## config.mk

```make
export PLATFORM = sky130hd
export DESIGN_NAME = commit_thread_arbiter
export DESIGN_NICKNAME = d
export VERILOG_FILES = /design/src/rtl/commit_arb_pkg.sv /design/src/rtl/commit_arb_ctl.sv /design/src/rtl/commit_arb_dp.sv /design/src/rtl/commit_thread_arbiter.sv
export SDC_FILE = /design/constraint.sdc
export NUM_CORES = 1
export LEC_CHECK = 0
export ABC_AREA = 1
export BUFFER_PORTS_ARGS = -buffer_cell sky130_fd_sc_hd__buf_2
export CAP_MARGIN = 20
export CORE_MARGIN = 2
export CORE_UTILIZATION = 49
export DETAILED_ROUTE_END_ITERATION = 10
export PLACE_DENSITY = 0.83
export SYNTH_ARGS = -nofsm -noshare
export SYNTH_HDL_FRONTEND = slang
export SYNTH_HIERARCHICAL = 1
export SYNTH_SLANG_ARGS = --single-unit
```

## constraint.sdc

```tcl
create_clock -name clk -period 6 [get_ports clk]
set_clock_uncertainty 0.15 [all_clocks]
set_input_delay 0.3 -clock clk [delete_from_list [all_inputs] [get_ports clk]]
set_output_delay 0.3 -clock clk [all_outputs]
set_load 0.005 [all_outputs]
```

## src/rtl/commit_arb_pkg.sv

```systemverilog
`timescale 1ns/1ps
package commit_arb_pkg;

  typedef enum logic [2:0] {
    ST_RUN     = 3'd0,
    ST_IDLE    = 3'd1,
    ST_SQUASH  = 3'd2,
    ST_TRAP    = 3'd3,
    ST_FTRAP   = 3'd4
  } thr_status_e;

  typedef enum logic [1:0] {
    POL_GREEDY = 2'd0,
    POL_ROTATE = 2'd1,
    POL_OLDEST = 2'd2,
    POL_RSVD   = 2'd3
  } policy_e;

  // Strobes from the control module to the datapath
  typedef struct packed {
    logic useRotate;
    logic shiftList;
  } arb_strobe_t;

  function automatic logic statusEligible(input logic [2:0] code);
    return (code == ST_RUN) || (code == ST_IDLE) || (code == ST_FTRAP);
  endfunction

endpackage

```

## src/rtl/commit_arb_ctl.sv

```systemverilog
`timescale 1ns/1ps
module commit_arb_ctl
  import commit_arb_pkg::*;
(
  input  logic        clk,
  input  logic        rstN,
  input  logic [1:0]  policySel,
  input  logic        grantValid,
  input  logic        grantTaken,
  output arb_strobe_t strobe
);

  logic rotateSel;

  assign rotateSel        = (policySel == POL_ROTATE);
  assign strobe.useRotate = rotateSel;
  assign strobe.shiftList = rotateSel && grantValid && grantTaken;

  // a list shift never happens while an oldest-first policy is active
  a_r8_no_shift_oldest: assert property (@(posedge clk) disable iff (!rstN)
    (policySel != POL_ROTATE) |-> !strobe.shiftList);

  // nothing to consume means no shift
  a_r6_no_shift_idle: assert property (@(posedge clk) disable iff (!rstN)
    !grantValid |-> !strobe.shiftList);

endmodule

```

## src/rtl/commit_arb_dp.sv

```systemverilog
`timescale 1ns/1ps
module commit_arb_dp
  import commit_arb_pkg::*;
#(
  parameter int NUM_THREADS = 4,
  parameter int SEQ_W       = 16,
  localparam int TID_W      = (NUM_THREADS > 1) ? $clog2(NUM_THREADS) : 1
) (
  input  logic                         clk,
  input  logic                         rstN,
  input  arb_strobe_t                  strobe,
  input  logic [NUM_THREADS*3-1:0]     thrStatus,
  input  logic [NUM_THREADS-1:0]       headReady,
  input  logic [NUM_THREADS-1:0]       robEmpty,
  input  logic [NUM_THREADS*SEQ_W-1:0] headSeq,
  output logic                         grantValid,
  output logic [TID_W-1:0]             grantTid
);

  logic [NUM_THREADS-1:0] eligible;
  logic [NUM_THREADS-1:0] qualify;

  for (genvar t = 0; t < NUM_THREADS; t++) begin : g_elig
    assign eligible[t] = statusEligible(thrStatus[3*t +: 3]);
    assign qualify[t]  = eligible[t] && headReady[t] && !robEmpty[t];
  end

  if (NUM_THREADS == 1) begin : g_single
    // single thread bypasses arbitration
    assign grantValid = eligible[0];
    assign grantTid   = '0;
  end else begin : g_multi
    logic [NUM_THREADS-1:0][TID_W-1:0] prioList;
    logic                              rrValid;
    logic [TID_W-1:0]                  rrTid;
    logic [TID_W-1:0]                  rrPos;
    logic                              oldValid;
    logic [TID_W-1:0]                  oldTid;
    logic [SEQ_W-1:0]                  oldSeq;

    // Rotating policy: scan the priority list front to back
    always_comb begin
      rrValid = 1'b0;
      rrTid   = '0;
      rrPos   = '0;
      for (int k = 0; k < NUM_THREADS; k++) begin
        if (!rrValid && qualify[prioList[k]]) begin
          rrValid = 1'b1;
          rrTid   = prioList[k];
          rrPos   = TID_W'(k);
        end
      end
    end

    // Oldest-ready policy: unsigned minimum of head sequence numbers
    always_comb begin
      oldValid = 1'b0;
      oldTid   = '0;
      oldSeq   = '0;
      for (int i = 0; i < NUM_THREADS; i++) begin
        if (qualify[i] && (!oldValid || headSeq[i*SEQ_W +: SEQ_W] < oldSeq)) begin
          oldValid = 1'b1;
          oldTid   = TID_W'(i);
          oldSeq   = headSeq[i*SEQ_W +: SEQ_W];
        end
      end
    end

    always_comb begin
      if (strobe.useRotate) begin
        grantValid = rrValid;
        grantTid   = rrValid ? rrTid : '0;
      end else begin
        grantValid = oldValid;
        grantTid   = oldValid ? oldTid : '0;
      end
    end

    // Priority list: shift up behind the granted entry, append it at the tail
    always_ff @(posedge clk or negedge rstN) begin
      if (!rstN) begin
        for (int k = 0; k < NUM_THREADS; k++) prioList[k] <= TID_W'(k);
      end else if (strobe.shiftList) begin
        for (int k = 0; k < NUM_THREADS - 1; k++) begin
          if (TID_W'(k) >= rrPos) prioList[k] <= prioList[k+1];
        end
        prioList[NUM_THREADS-1] <= rrTid;
      end
    end

    // Checking aids
    logic [NUM_THREADS-1:0] seenMask;
    always_comb begin
      seenMask = '0;
      for (int k = 0; k < NUM_THREADS; k++) seenMask[prioList[k]] = 1'b1;
    end

    a_r6_none_zero: assert property (@(posedge clk) disable iff (!rstN)
      !grantValid |-> (grantTid == '0));

    a_r1_only_eligible: assert property (@(posedge clk) disable iff (!rstN)
      grantValid |-> statusEligible(thrStatus[3*grantTid +: 3]));

    a_r4_head_present: assert property (@(posedge clk) disable iff (!rstN)
      grantValid |-> (headReady[grantTid] && !robEmpty[grantTid]));

    a_r3_to_tail: assert property (@(posedge clk) disable iff (!rstN)
      strobe.shiftList |=> (prioList[NUM_THREADS-1] == $past(grantTid)));

    a_r8_list_hold: assert property (@(posedge clk) disable iff (!rstN)
      !strobe.shiftList |=> $stable(prioList));

    a_r7_permutation: assert property (@(posedge clk) disable iff (!rstN)
      $countones(seenMask) == NUM_THREADS);
  end

endmodule

```

## src/rtl/commit_thread_arbiter.sv

```systemverilog
`timescale 1ns/1ps
module commit_thread_arbiter
  import commit_arb_pkg::*;
#(
  parameter int NUM_THREADS = 4,
  parameter int SEQ_W       = 16,
  localparam int TID_W      = (NUM_THREADS > 1) ? $clog2(NUM_THREADS) : 1
) (
  input  logic                         clk,
  input  logic                         rstN,
  input  logic [1:0]                   policySel,
  input  logic [NUM_THREADS*3-1:0]     thrStatus,
  input  logic [NUM_THREADS-1:0]       headReady,
  input  logic [NUM_THREADS-1:0]       robEmpty,
  input  logic [NUM_THREADS*SEQ_W-1:0] headSeq,
  input  logic                         grantTaken,
  output logic                         grantValid,
  output logic [TID_W-1:0]             grantTid
);

  arb_strobe_t strobe;

  commit_arb_ctl u_ctl (
    .clk        (clk),
    .rstN       (rstN),
    .policySel  (policySel),
    .grantValid (grantValid),
    .grantTaken (grantTaken),
    .strobe     (strobe)
  );

  commit_arb_dp #(
    .NUM_THREADS (NUM_THREADS),
    .SEQ_W       (SEQ_W)
  ) u_dp (
    .clk        (clk),
    .rstN       (rstN),
    .strobe     (strobe),
    .thrStatus  (thrStatus),
    .headReady  (headReady),
    .robEmpty   (robEmpty),
    .headSeq    (headSeq),
    .grantValid (grantValid),
    .grantTid   (grantTid)
  );

endmodule

```

==> Yosys cells after proc, flatten, opt, wreduce, memory -nomap -nowiden <==
Index checks and enable logic that the tools add are counted.
{ "word_totals": {"ff_bits": 8, "inputBits": 89, "output_inout_bits": 3, "elab_cells": 100} }
{ "op_classes": {"n_lt_le_gt_ge": 10, "eq_ne": 9, "muxes": 33, "reduce_logical": 44} }
{ "op_table": {"columns": ["op", "n"], "rows": [
  ["$lt A16 B16 Y1", 3],
  ["$mux W16", 3],
  ["$mux W2", 11],
  ["$logic_and A1 B1 Y1", 16],
  ["$mux W1", 15],
  ["$eq A3 B1 Y1 const B", 4],
  ["$eq A3 B3 Y1 const B", 4],
  ["$logic_not A3 Y1", 4],
  ["$lt A2 B3 Y1 const B", 4],
  ["$logic_or A1 B1 Y1", 11],
  ["$logic_not A1 Y1", 10],
  ["$bmux W1 S2", 4],
  ["$reduce_and A2 Y1", 3],
  ["$ge A1 B2 Y1 const A", 2],
  ["$eq A2 B1 Y1 const B", 1],
  ["$ge A2 B2 Y1 const A", 1]
]} }

==> Logic depth before layout (Yosys ltp) <==
{ "depth": {"word_depth": 22, "depth_mapped": 49, "depth_no_buf": 46} }

==> Cells and area by module <==
Netlist, hierarchy kept.
{ "by_module_without_submodules": {"columns": ["module", "n_inst", "cells_per_inst", "area_each_um2", "seq_area_each_um2"], "rows": [
  ["commit_arb_dp", 1, 338, 2043.2, 205.2],
  ["commit_arb_ctl", 1, 6, 31.3, 0.0]
]} }

==> Worst setup path after synthesis <==
OpenSTA, ideal clock, no wires.
{ "synth_path": {"path_kind": "input port to output port", "start": "input thrStatus[1]", "end": "output grantTid[1]", "arrival_time_ns": 5.050, "required_ns": 5.550, "path_slack_ns": 0.500, "stages": 41, "path_buffers": 3, "path_cell_list": "inv_1 > nand2_1 > nor2_2 > nand2_1 > inv_2 > buf_1 > nand2_1 > ha_1 > nand2_1 > o21a_1 > o221a_1 > nand2_1 > nand2_2 > nand2_2 > clkbuf_1 > nand2_1 > o21ai_0 > ha_1 > [... 5 more ...] > nand2_2 > nand2_2 > clkbuf_1 > nand2_1 > o21ai_1 > ha_1 > a21oi_1 > o21ai_0 > a21o_1 > a21oi_1 > nor2_1 > a211oi_1 > nand2_1 > nand2_1 > nand2_1 > nand2_1 > nand2_1 > nand2_1"} }
{ "synth_via": {"elab_chain_len": 20} }
{ "synth_lines": {"columns": ["item", "line_no", "text"], "rows": [
  ["from (decl)", "commit_thread_arbiter.sv:12", "input logic [NUM_THREADS*3-1:0] thrStatus,"],
  ["$eq A3 B1 Y1 or $logic_not A3 Y1 (tied branches)", "commit_arb_pkg.sv:26", "return (code == ST_RUN) || (code == ST_IDLE) || (code == ST_FTRAP);"],
  ["$logic_or A1 B1 Y1", "commit_arb_pkg.sv:26", null],
  ["$logic_or A1 B1 Y1 (*)", "commit_arb_pkg.sv:26", null],
  ["$logic_and A1 B1 Y1 (*) (2 in series)", "commit_arb_dp.sv:25", "assign qualify[t] = eligible[t] && headReady[t] && !robEmpty[t];"],
  ["$mux W16 or $mux W1 (tied branches)", "commit_arb_dp.sv:61", "if (qualify[i] && (!oldValid || headSeq[i*SEQ_W +: SEQ_W] < oldSeq)) begin"],
  ["$lt A16 B16 Y1 or $logic_not A1 Y1 (tied branches)", "commit_arb_dp.sv:61", null],
  ["$logic_or A1 B1 Y1", "commit_arb_dp.sv:61", null],
  ["$logic_and A1 B1 Y1", "commit_arb_dp.sv:61", null],
  ["[... 3 more ...]", null, null],
  ["$logic_and A1 B1 Y1", "commit_arb_dp.sv:61", null],
  ["$mux W16 or $mux W1 (tied branches)", "commit_arb_dp.sv:61", null],
  ["$lt A16 B16 Y1 or $logic_not A1 Y1 (tied branches)", "commit_arb_dp.sv:61", null],
  ["$logic_or A1 B1 Y1", "commit_arb_dp.sv:61", null],
  ["$logic_and A1 B1 Y1", "commit_arb_dp.sv:61", null],
  ["$mux W2 or $mux W1 (tied branches)", "commit_arb_dp.sv:61", null],
  ["$mux W2", "commit_arb_dp.sv:75", "grantTid = oldValid ? oldTid : '0;"],
  ["$mux W2 (*)", "commit_arb_dp.sv:70", "if (strobe.useRotate) begin"],
  ["to (decl)", "commit_thread_arbiter.sv:18", "output logic [TID_W-1:0] grantTid"]
]} }
Mark *: on every way between the ends. The rest lies on a longest branch, timed or not. The select of a mux whose other input is x is not followed.

==> Worst setup path in the final report <==
{ "layout_path": {"start": "input thrStatus[1]", "end": "output grantTid[0]"} }
The elaborated chain is that of the path after synthesis.

==> run summary <==
Status: complete, no violations
Sequential group share of total power: 0.253
First-pass GRT wire length: 9600 µm
Detail-routed via count per cell: 5.19
Final Hold Viols: 0
Longest Clk Path Bufs: 2
Kind of start point of the critical path: input port
VDD IR-drop max: 0.000209 V
Worst slew margin: 0.715
Net count, final: 571
Die height: 69.1 µm
Sequential area share after synthesis: 0.0989
Worst R2R Start: u_dp/g_multi.prioList[2]
PwrDens: 168 nW/µm²
Crit path max-delay cell type: ha_1
Placed wire-length estimate: 4710 µm
H-tree depth: 1
Number of CTS-inserted buffers: 3
Pre-Repair DR Iteration Count: 4
Vias in the first global route: 2410
Routed len/inst: 11.2 µm
Clock share of power: 0.137
DIE AREA: 4770 µm²
Root Driver: clkbuf_8
Gpl congestion: 0.924
Least-Margin Pin Slew: 427 ps
Netlist cell types: 30
Initial DRC count: 123
Total core area: 4030 µm²
HP Class: in -> async
Most frequent cells in the layout: nand2_1, buf_2, ha_1, o21ai_0, inv_1
Mean Syn Cell Area: 6.03 µm²
Clock slew at reported path FFs: 40 ps
Switch Pwr: 0.202 mW
Net Sw Frac: 0.447
Reg with most FFs: u_dp/g_multi.prioList
RSZ-0062 raised after global routing: no
Skew-Pair Late Insertion Delay: 220 ps
Row count: 23
Crit path kind: in -> out
Pleak: 1.52 nW
Crit path launch: thrStatus[1]
Antenna Violating Nets Remaining: 0
Fin crit share: 0.893
Critical Path Sink Type: primary output
Max frequency: 187 MHz
I/O Pins: 92
Max FFs per register: 8
Combinational Power Share: 0.610
N_diodes: 0
Residual DRC count: 0
Critical Path RT: 5550 ps
Total Wirelength: 5450 µm
Max Slew Vio Count: 0
Inst Count DP: 478
Final setup violating endpoints: 0
Hold slack: 293 ps
Worst Path Arrival: 4910 ps
Biggest regs: u_dp/g_multi.prioList: 8 flops
Setup TNS: 0 ps
Final min period: 5360 ps
CP Max Fanout: 18
#FFs+latches synth: 8
CP dominant cell by count: nand2_1
Initial Utilization: 0.515
Largest net degree at the start of global routing: 24
Most common cell after layout, fill and taps aside: nand2_1
P_int: 0.249 mW
Initial antenna violation count: 0
Die extent in x: 69.1 µm
Clock Sinks: 8
Max_cap viols: 0
Post-Syn Area: 2070 µm²
Synth warn: 6
DR vias: 2517
Non-Filler Instances: 485
Area grow syn2layout: 29.6%
Layout cells sized above 1: 0.276
GRT Resource Usage Total: 0.233
Synthesized Nets: 478
CTS tree: built
IO buf count: 91
Crit path largest cell delay: 290 ps
Global route overflow: 0
Syn Inst Count: 344
final timing paths:
kind	slack, ps	cells after the start	to
worst max-delay path	640	41	grantTid[0]
worst min-delay path	290	2	u_dp/g_multi.prioList[4]
worst max register to register	3410	15	u_dp/g_multi.prioList[0]
worst min register to register	400	2	u_dp/g_multi.prioList[5]
max in group asynchronous	5180	2	u_dp/g_multi.prioList[2]
min in group clk	400	6	u_dp/g_multi.prioList[5]
cells in the mapped netlist:
master / n / share of area
nand2_1: 125 / 0.23
ha_1: 45 / 0.27
o21ai_0: 33 / 0.080
inv_1: 23 / 0.042
a21oi_1: 18 / 0.043
nor2_1: 18 / 0.033
o21ai_1: 17 / 0.041
clkbuf_1: 7 / 0.013
nand3_1: 7 / 0.017
nand2_2: 6 / 0.018
a211oi_1: 5 / 0.018
dfrtp_1: 4 / 0.048
dfstp_2: 4 / 0.051
inv_2: 4 / 0.0072
nand4_1: 4 / 0.012
nor3_1: 4 / 0.0097
and2_1: 3 / 0.0090
nor3b_1: 3 / 0.011
nor2_2: 2 / 0.0060
o211ai_1: 2 / 0.0072
a211o_1: 1 / 0.0042
a21o_1: 1 / 0.0036
a32oi_1: 1 / 0.0042
buf_1: 1 / 0.0018
buf_2: 1 / 0.0024
buf_4: 1 / 0.0036
o21a_1: 1 / 0.0036
o221a_1: 1 / 0.0054
o221a_2: 1 / 0.0054
o22ai_1: 1 / 0.0030
critical path, delay by kind of cell:
family | cells | cell delay [ps]
buf+inv | 5 | 500
simple gates | 21 | 1590
fa+ha+maj | 3 | 860
compound gates | 12 | 1670
metrics by stage:
step                 util  instance area [µm²]  power (mW)  setup WS, ps
floorplan               -                 2070       0.298           500
global placement    0.639                 2570       0.375           311
detailed placement  0.639                 2570       0.383           224
CTS                 0.651                 2620       0.449           206
global route        0.667                 2690       0.510          52.1
finish              0.667                 2690       0.451           644
timing repair:
item / CTS / global route
hold endpoints to repair: 8 / 0
endpoints found under the setup margin: 0 / 2
resized for setup: 0 / 15
buffers inserted: 0 / 2
hold buffers: 1 / 0
layer usage:
metal,wire [µm],share of wire,vias up,global-route usage
li1,-,-,1355,-
met1,2370,0.44,1089,0.281
met2,2740,0.50,65,0.431
met3,259,0.048,8,0.0161
met4,79,0.014,0,0.0784
met5,0,0,-,0
cell type report:
type | count | area, µm²
Timing Repair inverter | 1 | 5.00
Sequential cell | 8 | 205
Clock buffer | 3 | 41.3
Fill cell | 391 | 1340
Timing Repair Buffer | 97 | 507
Tap cell | 50 | 62.6
Multi-Input combinational cell | 299 | 1760
Inverter | 27 | 106
power by group through the flow:
stage	Combinational [mW]	Clock (mW)	Sequential, mW
detailed placement	0.269	0	0.114
global route	0.322	0.0683	0.120
floorplan	0.190	0	0.108
global placement	0.261	0	0.114
CTS	0.271	0.0643	0.114
finish	0.275	0.0616	0.114
kinds of logic after synthesis:
kind of cell | synth area share
buffers and inverters | 0.0694
and+or+nand+nor | 0.341
AOI/OAI and AO/OA | 0.219
DFF | 0.0989
adders and majority gates | 0.271
(Power assumes the default switching activity.)
